## config.mk

```make
export PLATFORM = sky130hd
export DESIGN_NAME = keyed_mac_core
export DESIGN_NICKNAME = d
export VERILOG_FILES = /design/src/rtl/mac_pkg.sv /design/src/rtl/mac_schedule.sv /design/src/rtl/mac_round.sv /design/src/rtl/mac_ctrl.sv /design/src/rtl/keyed_mac_core.sv
export SDC_FILE = /design/constraint.sdc
export NUM_CORES = 2
export LEC_CHECK = 0
export ABC_AREA = 1
export BUFFER_PORTS_ARGS = -buffer_cell sky130_fd_sc_hd__buf_2
export CORE_MARGIN = 2
export CORE_UTILIZATION = 40
export CTS_CLUSTER_SIZE = 12
export DETAILED_ROUTE_END_ITERATION = 6
export PLACE_DENSITY = 0.62
export SYNTH_ARGS = -nofsm -noshare
export SYNTH_HDL_FRONTEND = slang
export SYNTH_SLANG_ARGS = --single-unit
```

## constraint.sdc

```tcl
create_clock -name clk -period 9.6 [get_ports clk]
set_input_delay 1.44 -clock clk [delete_from_list [all_inputs] [get_ports clk]]
set_output_delay 1.44 -clock clk [all_outputs]
set_load 0.005 [all_outputs]
```

## src/rtl/mac_pkg.sv

```systemverilog
package mac_pkg;

    localparam int WORD_W   = 32;
    localparam int BLOCK_W  = 512;
    localparam int N_WORDS  = BLOCK_W / WORD_W;
    localparam int N_ROUNDS = 80;
    localparam int RND_W    = $clog2(N_ROUNDS);
    localparam int IDX_W    = $clog2(N_WORDS);

    typedef logic [WORD_W-1:0] word_t;

    typedef struct packed {
        word_t a;
        word_t b;
        word_t c;
        word_t d;
        word_t e;
    } vars_t;

    typedef enum logic [1:0] {
        ST_IDLE,
        ST_ROUND,
        ST_SUM,
        ST_DONE
    } state_e;

    localparam vars_t CHAIN_INIT = vars_t'({32'h67452301, 32'hEFCDAB89,
                                            32'h98BADCFE, 32'h10325476,
                                            32'hC3D2E1F0});

    function automatic word_t rotl(input word_t x, input int n);
        return (x << n) | (x >> (WORD_W - n));
    endfunction

    function automatic word_t mix_f(input logic [RND_W-1:0] t,
                                    input word_t b, input word_t c, input word_t d);
        if (t < 20)      return (b & c) | (~b & d);
        else if (t < 40) return b ^ c ^ d;
        else if (t < 60) return (b & c) | (b & d) | (c & d);
        else             return b ^ c ^ d;
    endfunction

    function automatic word_t round_k(input logic [RND_W-1:0] t);
        if (t < 20)      return 32'h5A827999;
        else if (t < 40) return 32'h6ED9EBA1;
        else if (t < 60) return 32'h8F1BBCDC;
        else             return 32'hCA62C1D6;
    endfunction

endpackage

```

## src/rtl/mac_schedule.sv

```systemverilog
module mac_schedule
    import mac_pkg::*;
(
    input  logic                 clk,
    input  logic                 load,
    input  logic [BLOCK_W-1:0]   block,
    input  logic                 advance,
    input  logic [RND_W-1:0]     rnd,
    output word_t                w_cur
);

    word_t ring_q [N_WORDS];

    logic [IDX_W-1:0] i_now;
    logic [IDX_W-1:0] i_m3;
    logic [IDX_W-1:0] i_m8;
    logic [IDX_W-1:0] i_m14;

    // Offsets modulo 16: t-3 = t+13, t-8 = t+8, t-14 = t+2, t-16 = t
    always_comb begin
        i_now = rnd[IDX_W-1:0];
        i_m3  = i_now + IDX_W'(13);
        i_m8  = i_now + IDX_W'(8);
        i_m14 = i_now + IDX_W'(2);
    end

    always_comb begin
        if (rnd < RND_W'(N_WORDS))
            w_cur = ring_q[i_now];
        else
            w_cur = rotl(ring_q[i_m3] ^ ring_q[i_m8] ^ ring_q[i_m14] ^ ring_q[i_now], 1);
    end

    always_ff @(posedge clk) begin
        if (load) begin
            for (int i = 0; i < N_WORDS; i++)
                ring_q[i] <= block[BLOCK_W-1-WORD_W*i -: WORD_W];
        end else if (advance) begin
            ring_q[i_now] <= w_cur;
        end
    end

endmodule

```

## src/rtl/mac_round.sv

```systemverilog
module mac_round
    import mac_pkg::*;
(
    input  vars_t             cur,
    input  word_t             w_cur,
    input  logic [RND_W-1:0]  rnd,
    output vars_t             nxt
);

    word_t temp;

    always_comb begin
        temp  = rotl(cur.a, 5) + mix_f(rnd, cur.b, cur.c, cur.d)
              + cur.e + round_k(rnd) + w_cur;
        nxt.a = temp;
        nxt.b = cur.a;
        nxt.c = rotl(cur.b, 30);
        nxt.d = cur.c;
        nxt.e = cur.d;
    end

endmodule

```

## src/rtl/mac_ctrl.sv

```systemverilog
module mac_ctrl
    import mac_pkg::*;
(
    input  logic              clk,
    input  logic              rst_n,
    input  logic              start,
    output logic              load,
    output logic              advance,
    output logic              sum_en,
    output logic              busy,
    output logic              done,
    output logic [RND_W-1:0]  rnd
);

    localparam logic [RND_W-1:0] LAST_RND = RND_W'(N_ROUNDS - 1);

    state_e state_q;
    state_e state_d;
    logic [RND_W-1:0] rnd_q;

    always_comb begin
        state_d = state_q;
        unique case (state_q)
            ST_IDLE:  if (start) state_d = ST_ROUND;
            ST_ROUND: if (rnd_q == LAST_RND) state_d = ST_SUM;
            ST_SUM:   state_d = ST_DONE;
            ST_DONE:  state_d = ST_IDLE;
        endcase
    end

    always_ff @(posedge clk) begin
        if (!rst_n) begin
            state_q <= ST_IDLE;
            rnd_q   <= '0;
        end else begin
            state_q <= state_d;
            if (state_q == ST_IDLE)
                rnd_q <= '0;
            else if (state_q == ST_ROUND)
                rnd_q <= rnd_q + 1'b1;
        end
    end

    always_comb begin
        load    = 1'b0;
        advance = 1'b0;
        sum_en  = 1'b0;
        busy    = 1'b0;
        done    = 1'b0;
        unique case (state_q)
            ST_IDLE:  load = start;
            ST_ROUND: begin
                advance = 1'b1;
                busy    = 1'b1;
            end
            ST_SUM: begin
                sum_en = 1'b1;
                busy   = 1'b1;
            end
            ST_DONE:  done = 1'b1;
        endcase
    end

    assign rnd = rnd_q;

endmodule

```

## src/rtl/keyed_mac_core.sv

```systemverilog
module keyed_mac_core
    import mac_pkg::*;
#(
    parameter int KEY_W  = 64,
    parameter int ID_W   = 64,
    parameter int CHAL_W = 64,
    parameter int CONST_W = 64,
    parameter int PAGE_W = BLOCK_W - KEY_W - ID_W - CHAL_W - CONST_W,
    parameter logic [CONST_W-1:0] PAD_CONST = 64'h0000_0000_0000_0018
)(
    input  logic               clk,
    input  logic               rst_n,
    input  logic               start_i,
    input  logic [KEY_W-1:0]   key_i,
    input  logic [PAGE_W-1:0]  page_i,
    input  logic [ID_W-1:0]    dev_id_i,
    input  logic [CHAL_W-1:0]  chal_i,
    output logic               busy_o,
    output logic               done_o,
    output logic [5*WORD_W-1:0] digest_o
);

    localparam int DIG_WORDS = 5;

    logic               load;
    logic               advance;
    logic               sum_en;
    logic [RND_W-1:0]   rnd;
    logic [BLOCK_W-1:0] block;
    word_t              w_cur;
    vars_t              vars_q;
    vars_t              vars_nxt;
    logic [5*WORD_W-1:0] sum_w;
    logic [5*WORD_W-1:0] digest_q;

    assign block = {key_i, page_i, dev_id_i, chal_i, PAD_CONST};

    mac_ctrl u_ctrl (
        .clk     (clk),
        .rst_n   (rst_n),
        .start   (start_i),
        .load    (load),
        .advance (advance),
        .sum_en  (sum_en),
        .busy    (busy_o),
        .done    (done_o),
        .rnd     (rnd)
    );

    mac_schedule u_sched (
        .clk     (clk),
        .load    (load),
        .block   (block),
        .advance (advance),
        .rnd     (rnd),
        .w_cur   (w_cur)
    );

    mac_round u_round (
        .cur   (vars_q),
        .w_cur (w_cur),
        .rnd   (rnd),
        .nxt   (vars_nxt)
    );

    always_ff @(posedge clk) begin
        if (load)
            vars_q <= CHAIN_INIT;
        else if (advance)
            vars_q <= vars_nxt;
    end

    for (genvar g = 0; g < DIG_WORDS; g++) begin : g_sum
        assign sum_w[g*WORD_W +: WORD_W] = vars_q[g*WORD_W +: WORD_W]
                                         + CHAIN_INIT[g*WORD_W +: WORD_W];
    end

    always_ff @(posedge clk) begin
        if (!rst_n)
            digest_q <= '0;
        else if (sum_en)
            digest_q <= sum_w;
    end

    assign digest_o = digest_q;

endmodule

```

* Word-level counts from Yosys, hierarchy flattened
Memories as Yosys holds them, arrays and structs flattened. A register that Yosys moved wholly into a read port is not among the register bits. Index checks and enable logic that the tools add are counted.
Word-level totals: output and inout bits 162, word-level logic and storage cells 79, bits in registers 329, RAM bits 512, input port bits 451, memories kept 1
Operators by class: multiplexer cells 25, reduce and logical (&&, ||, !) cells 5, bitwise gates (word level) 17, order comparisons 4, add/subtract/negate cells 13, eq/ne operators 6
Memory list:
- u_sched.ring_q | depth 16, bits a word 32, rd ports 4, clocked after Yosys merged registers in 1, write ports 16, RTL line mac_schedule.sv:12 | word_t ring_q [N_WORDS];
Operator list (count):
- 32-bit two-way mux | 7
- 32-bit XOR | 5
- 32-bit adder | 4
- 32-bit bitwise AND | 4
- 32-bit adder, second input constant | 3
- 32-bit OR | 3
- 32-bit by 29-bit adder with 32-bit output, second input constant | 1
- 32-bit by 31-bit adder with 32-bit output, second input constant | 1
- 32-bit NOT | 1
- 32-bit by 1-bit OR with 32-bit output | 1
- 32-bit by 30-bit OR with 32-bit output | 1
- 32-bit by 5-bit OR with 32-bit output | 1
- 32-bit OR reduction | 1
- 31-bit two-way mux | 1
- 7-bit by 5-bit < comparator with 1-bit output, second input constant | 2
- 7-bit by 6-bit < comparator with 1-bit output, second input constant | 2
- 4-bit two-way mux | 3
- 1-bit two-way mux | 11
- 4-bit adder, second input constant | 2
- 2-bit case mux with 4 select lines | 1
- 7-bit by 1-bit adder with 7-bit output, second input constant | 1
- 7-bit == test, second input constant | 1
- 4-bit by 2-bit adder with 4-bit output, second input constant | 1
- 2-bit == test, second input constant | 2
- other kinds (8) | 10

* Depth between registers and ports, before layout
depth after elaboration 10, depth in mapped cells 35

* Hierarchy
A second synthesis with hierarchy kept.
Second synthesis, totals: cell total of the unflattened synthesis 9768, area total of the unflattened synthesis 63852.5 um2
Modules (own cells, without submodules):
- mac_schedule | cells each 5951, area an instance 38744.7 um2, times used 1
- keyed_mac_core | cells each 2740, area an instance 17181.5 um2, times used 1
- mac_round | cells each 1011, area an instance 7463.4 um2, times used 1
- mac_ctrl | cells each 66, area an instance 462.9 um2, times used 1

* Least setup slack after synthesis
Ideal clock, no wire load.
path type register -> register, start register u_ctrl.rnd_q[3], in the netlist u_ctrl.rnd[3], end register vars_q[149] (netlist bit), stages on the path, launching flop included 28, period minus slack after synthesis 5.557 ns, path buffers 3, slack 4.043 ns, data arrival time 5.441 ns, cell sequence dfxtp_1 buf_2 nand2_1 buf_2 nor2_1 nor2_1 nand2_1 nand2_1 clkbuf_1 nor2_1 nor3_1 fa_1 inv_1 fa_1 fa_1 inv_1 ha_1 inv_1 fa_1 nand3b_1 nand2_1 a21oi_1 o21ai_0 a21oi_1 o31ai_1 xor2_1 o21ai_0 inv_1
Between the ends: cells in the longest elaborated chain, start to end 8, elaborated cells between the ends (all ways) 23, classes of those cells add/sub (7); order compare (4); mux (7); bitwise (4); memory (1)
RTL lines:
- start: declaration | RTL line mac_ctrl.sv:19 | logic [RND_W-1:0] rnd_q;
- start signal: assignment | RTL line mac_ctrl.sv:40 | rnd_q <= rnd_q + 1'b1;
- 7-bit by 6-bit < comparator with 1-bit output, or another cell as far along | RTL line mac_pkg.sv:39, mac_pkg.sv:46
- 32-bit two-way mux or memory 16 x 32 bit (tied branches)
- 32-bit two-way mux or 32-bit XOR (tied branches) | RTL line mac_pkg.sv:38, mac_schedule.sv:31
- 32-bit two-way mux or 32-bit XOR (tied branches) | RTL line mac_pkg.sv:37, mac_schedule.sv:31
- 32-bit adder or 32-bit XOR (tied branches) | RTL line mac_round.sv:13, mac_schedule.sv:31
- 32-bit adder or 32-bit by 1-bit OR with 32-bit output (tied branches) | RTL line mac_round.sv:14, mac_pkg.sv:32
- 32-bit adder or 32-bit two-way mux (tied branches) | RTL line mac_round.sv:14, mac_schedule.sv:28
- 32-bit adder (*) | RTL line mac_round.sv:14 | + cur.e + round_k(rnd) + w_cur;
- end signal: assignment | RTL line keyed_mac_core.sv:70 | vars_q <= vars_nxt;
- end: declaration | RTL line keyed_mac_core.sv:31 | vars_t vars_q;
Mark *: on every way between the ends. The rest lies on a longest branch, timed or not. A chain may end at the register's enable or synchronous reset.

* Worst setup path after layout
start register u_ctrl.rnd_q[0], in the netlist u_ctrl.rnd[0], end register vars_q[157] (netlist bit)
Between the ends: cells in the longest elaborated chain, start to end 8, elaborated cells between the ends (all ways) 23, classes of those cells add/sub (7); order compare (4); mux (7); bitwise (4); memory (1)
RTL lines:
- 4-bit adder | RTL line mac_schedule.sv:22 | i_m3 = i_now + IDX_W'(13);
- via u_sched.i_m3[1] | RTL line mac_schedule.sv:15 | logic [IDX_W-1:0] i_m3;
- memory 16 x 32 bit
- 32-bit XOR (3 in series) | RTL line mac_schedule.sv:31 | w_cur = rotl(ring_q[i_m3] ^ ring_q[i_m8] ^ ring_q[i_m14] ^ ring_q[i_now], 1);
- 32-bit by 1-bit OR with 32-bit output | RTL line mac_pkg.sv:32 | return (x << n) | (x >> (WORD_W - n));
- 32-bit two-way mux | RTL line mac_schedule.sv:28 | if (rnd < RND_W'(N_WORDS))
- 32-bit adder | RTL line mac_round.sv:14
The timed path passes the listed nets, and every way through them passes these cells.

==> flow_metrics.py <==
metrics = {
    "run_status": {
        "outcome": "finished, violations left",
        "violated_checks": "design-rule violations",
    },
    "clocking": {
        "post_cts.resized_instances": 0,
        "cts_buffers": 101,
        "clock_tree.htree_level_count": 3,
        "path_clk_slew_ns": 0.06,
        "cts_hold_repair.buffers": 0,
        "clock_path_buffers": 3,
        "clock_latency_reported_for_the_late_side_of_the_worst_skew_pair_ns": 0.78,
        "clock_sinks": 845,
        "cts_setup_buffers": 0,
        "clk_root_buf": "clkbuf_16",
        "tritoncts": "done",
    },
    "global_routing": {
        "overflow": 0,
        "grt_antenna_before_repair": 13,
        "globalRouteMet1Util_pct": 46.52,
        "globalRouteMet2Util_pct": 55.77,
        "global_route.usage.met3_pct": 7.672,
        "grt_start_max_net_pins": 235,
        "grt_pass1_vias": 57400,
        "global_route_wire_length_before_repair_um": 399400,
        "groute.usage.overall_pct": 36.21,
        "grt_most_used_layer": "met2",
    },
    "floorplanning": {
        "die_x_um": 387.3,
        "floorplan.initialDensity_pct": 40.32,
        "dieArea_um2": 150000,
        "fp.coreArea_um2": 145700,
        "rows": 140,
        "floorplan.io_pins": 613,
        "die-height_um": 387.3,
    },
    "cells_and_area": {
        "multi_input_gate_area_um2": 31130,
        "nFillCells": 14930,
        "flow.area_growth_from_synthesis_pct": 12.70,
        "finalNetCount": 9001,
        "final_layout_size_suffix_gt1_share_pct": 11.79,
        "layout.area.seq_um2": 22060,
    },
    "hold_path": {
        "timing.hold.worst.start": "digest_o[73]",
        "classification_of_the_worst_slack_hold_path": "reg -> reg",
    },
    "yosys": {
        "yosys.area.top_type_share_pct": 26.16,
        "synth_top_cells_by_count": "1,913 x nand2_1, 1,006 x o21ai_0, 747 x inv_1",
        "post_synth_main_area_contributors": "edfxtp_1 26%, nand2_1 12%, dfxtp_1 11%",
        "synth.ff_latch_count": 845,
        "synth_warnings": 0,
        "synth_enable_flop_cells": 512,
        "synth.distinct_cells": 50,
        "syn-cell-area_um2": 58770,
        "synthesis.nets": 8780,
        "synthMostInstantiatedCell": "nand2_1",
        "synth.largest_area_cell": "edfxtp_1",
        "seq_area_frac_synth_pct": 37.51,
        "post_synth.cell_area_avg_um2": 7.208,
        "ys_async_sr_fraction_pct": 0,
        "synthFlopType": "edfxtp_1",
        "synthCells": 8153,
    },
    "worst_setup_path": {
        "worst_path_largest_cell_delay_ns": 0.94,
        "timing.critical_path.to": "vars_q[157]",
        "critPathLaunchType": "flip-flop",
        "reg2regPathDepth": 28,
        "path_class": "reg -> reg",
        "critical-path-slowest-cell": "ha_4",
        "cp-startpoint": "u_ctrl.rnd[0]",
        "path_max_fanout": 188,
        "critical_path_required_ns": 10.28,
        "worstReg2RegEnd": "vars_q[157]",
        "worst-r2r-setup-slack_ns": 1.63,
        "critical_path.endpoint_type": "flip-flop",
        "critical-path-top-cell-by-count": "nand3_1",
        "worstReg2RegStart": "u_ctrl.rnd[0]",
        "worst-endpoint-arrival_ns": 8.65,
    },
    "pwr": {
        "worst_supply_voltage_drop_on_vdd_v": 0.0004663,
        "leakage_power_total_nw": 29.12,
        "power.density_cell_area_nw_per_um2": 453.2,
        "report.power.total_mw": 30.02,
    },
    "timing": {
        "worst_tran_pin_value_ns": 1.284,
        "fin_skew_ns": 0.05756,
        "report.final.hold_viol_count": 0,
        "setup_viol_count_final": 0,
        "rsz_0062_raised_after_global_routing": "false",
        "timing.final.crit_share_pct": 82.98,
        "minimum_period_implied_by_the_final_worst_setup_slack_ns": 7.966,
        "slew-limit-headroom_pct": 14.37,
        "final_max_slew_viol_count": 0,
        "fmax_mhz": 125.5,
        "fin_setup_tns_ns": 0,
    },
    "detailed_routing": {
        "drt_pass1_iterations": 7,
        "antenna_nets_post_route": 0,
        "num_vias": 62210,
        "detail_route.wl_per_cell_um": 27.21,
        "drt_iter0_markers": 8631,
        "drc": 8,
        "drt_via_density": 5.993,
        "routed_wl_um": 282500,
    },
    "placed_design": {
        "port_buffers": 612,
        "dpl.hpwl_um": 196100,
        "place_congestion": 0.9971,
    },
    "job": {
        "max-cap-violations": 0,
    },
}
==> layer usage <==
metal	part of all wire (%)	up-vias
met3	11	826
met1	39	29310
met2	44	3968
li1	-	28100
met5	0.0046	-
met4	7.1	2
==> report_power, final <==
group / switching [mW] / internal [mW]
combinational: 13.3 / 5.95
clock: 1.78 / 2.47
sequential: 1.36 / 5.15
==> worst max-delay path, delay by kind of cell, from the launching register on <==
kind                     cells  cell delay (ns)
flip-flops                   1             0.93
adder cells (fa/ha/maj)      4             2.07
buffers and inverters        4             1.16
AND/OR/NAND/NOR             12             1.41
XOR/XNOR                     2             0.29
AO/OA/AOI/OAI                6             1.98
==> layout by cell type (no fill, tap or decap), types with 52 or more instances in the layout <==
master     count
nand4_1       53
inv_1        742
dfxtp_1      327
o21ai_0     1006
buf_4        116
buf_2        611
nor2_1       477
a21oi_1      538
o21ai_1      262
nand2_1     1895
o211ai_1     382
edfxtp_1     512
fa_1         120
xor2_1       130
ha_1          52
clkbuf_16    106
nand3_1      722
==> worst min path at each step <==
| stage | endpoint | slack, ns | depth (start not counted) |
|---|---|---|---|
| 2_1_floorplan | digest_o[7] | 0.47 | 2 |
| 3_3_place_gp | digest_o[126] | 0.46 | 2 |
| 3_5_place_dp | digest_o[125] | 0.46 | 2 |
| 4_1_cts | digest_o[125] | 0.48 | 2 |
| 5_1_grt | digest_o[73] | 0.51 | 2 |
| 6_report | digest_o[73] | 0.48 | 2 |
==> state kept, by name, indices dropped and copies added, names as in the netlist, named ones only <==
signal / count
u_sched.ring_q: 512
u_ctrl.state_q: 2
digest_o: 160
vars_q: 160
u_ctrl.rnd: 7
==> cell families after synthesis <==
family,count (synthesis),share of synthesized area (%)
XOR/XNOR,176,2.649
flip-flops,845,37.51
AND/OR/NAND/NOR,3246,22.76
AO/OA/AOI/OAI,2320,22.00
adder cells (fa/ha/maj),176,5.280
buffers and inverters,1390,9.805
==> cell type report <==
cell class | count | area share (%)
clock inverter | 57 | 1.247
tap | 1917 | 3.622
inverter | 775 | 4.445
timing repair buffer | 733 | 6.114
multi-input combinational | 5918 | 47.00
sequential | 845 | 33.31
clock buffer | 131 | 4.241
antenna | 5 | 0.01889
==> through the flow <==
stage               hold slack [ns]  area, um^2  util [%]  instances  setup slack [ns]
finish                       0.4796       66230     45.44      10380             1.634
detailed placement           0.4645       62580     42.94      10190             1.780
floorplan                    0.4660       58770         -       8153             4.043
global placement             0.4604       62580     42.94      10190             1.825
global route                 0.5053       66220     45.44      10380            0.9749
CTS                          0.4812       66220     45.43      10380             1.720
Power figures use the tool's default switching activity.
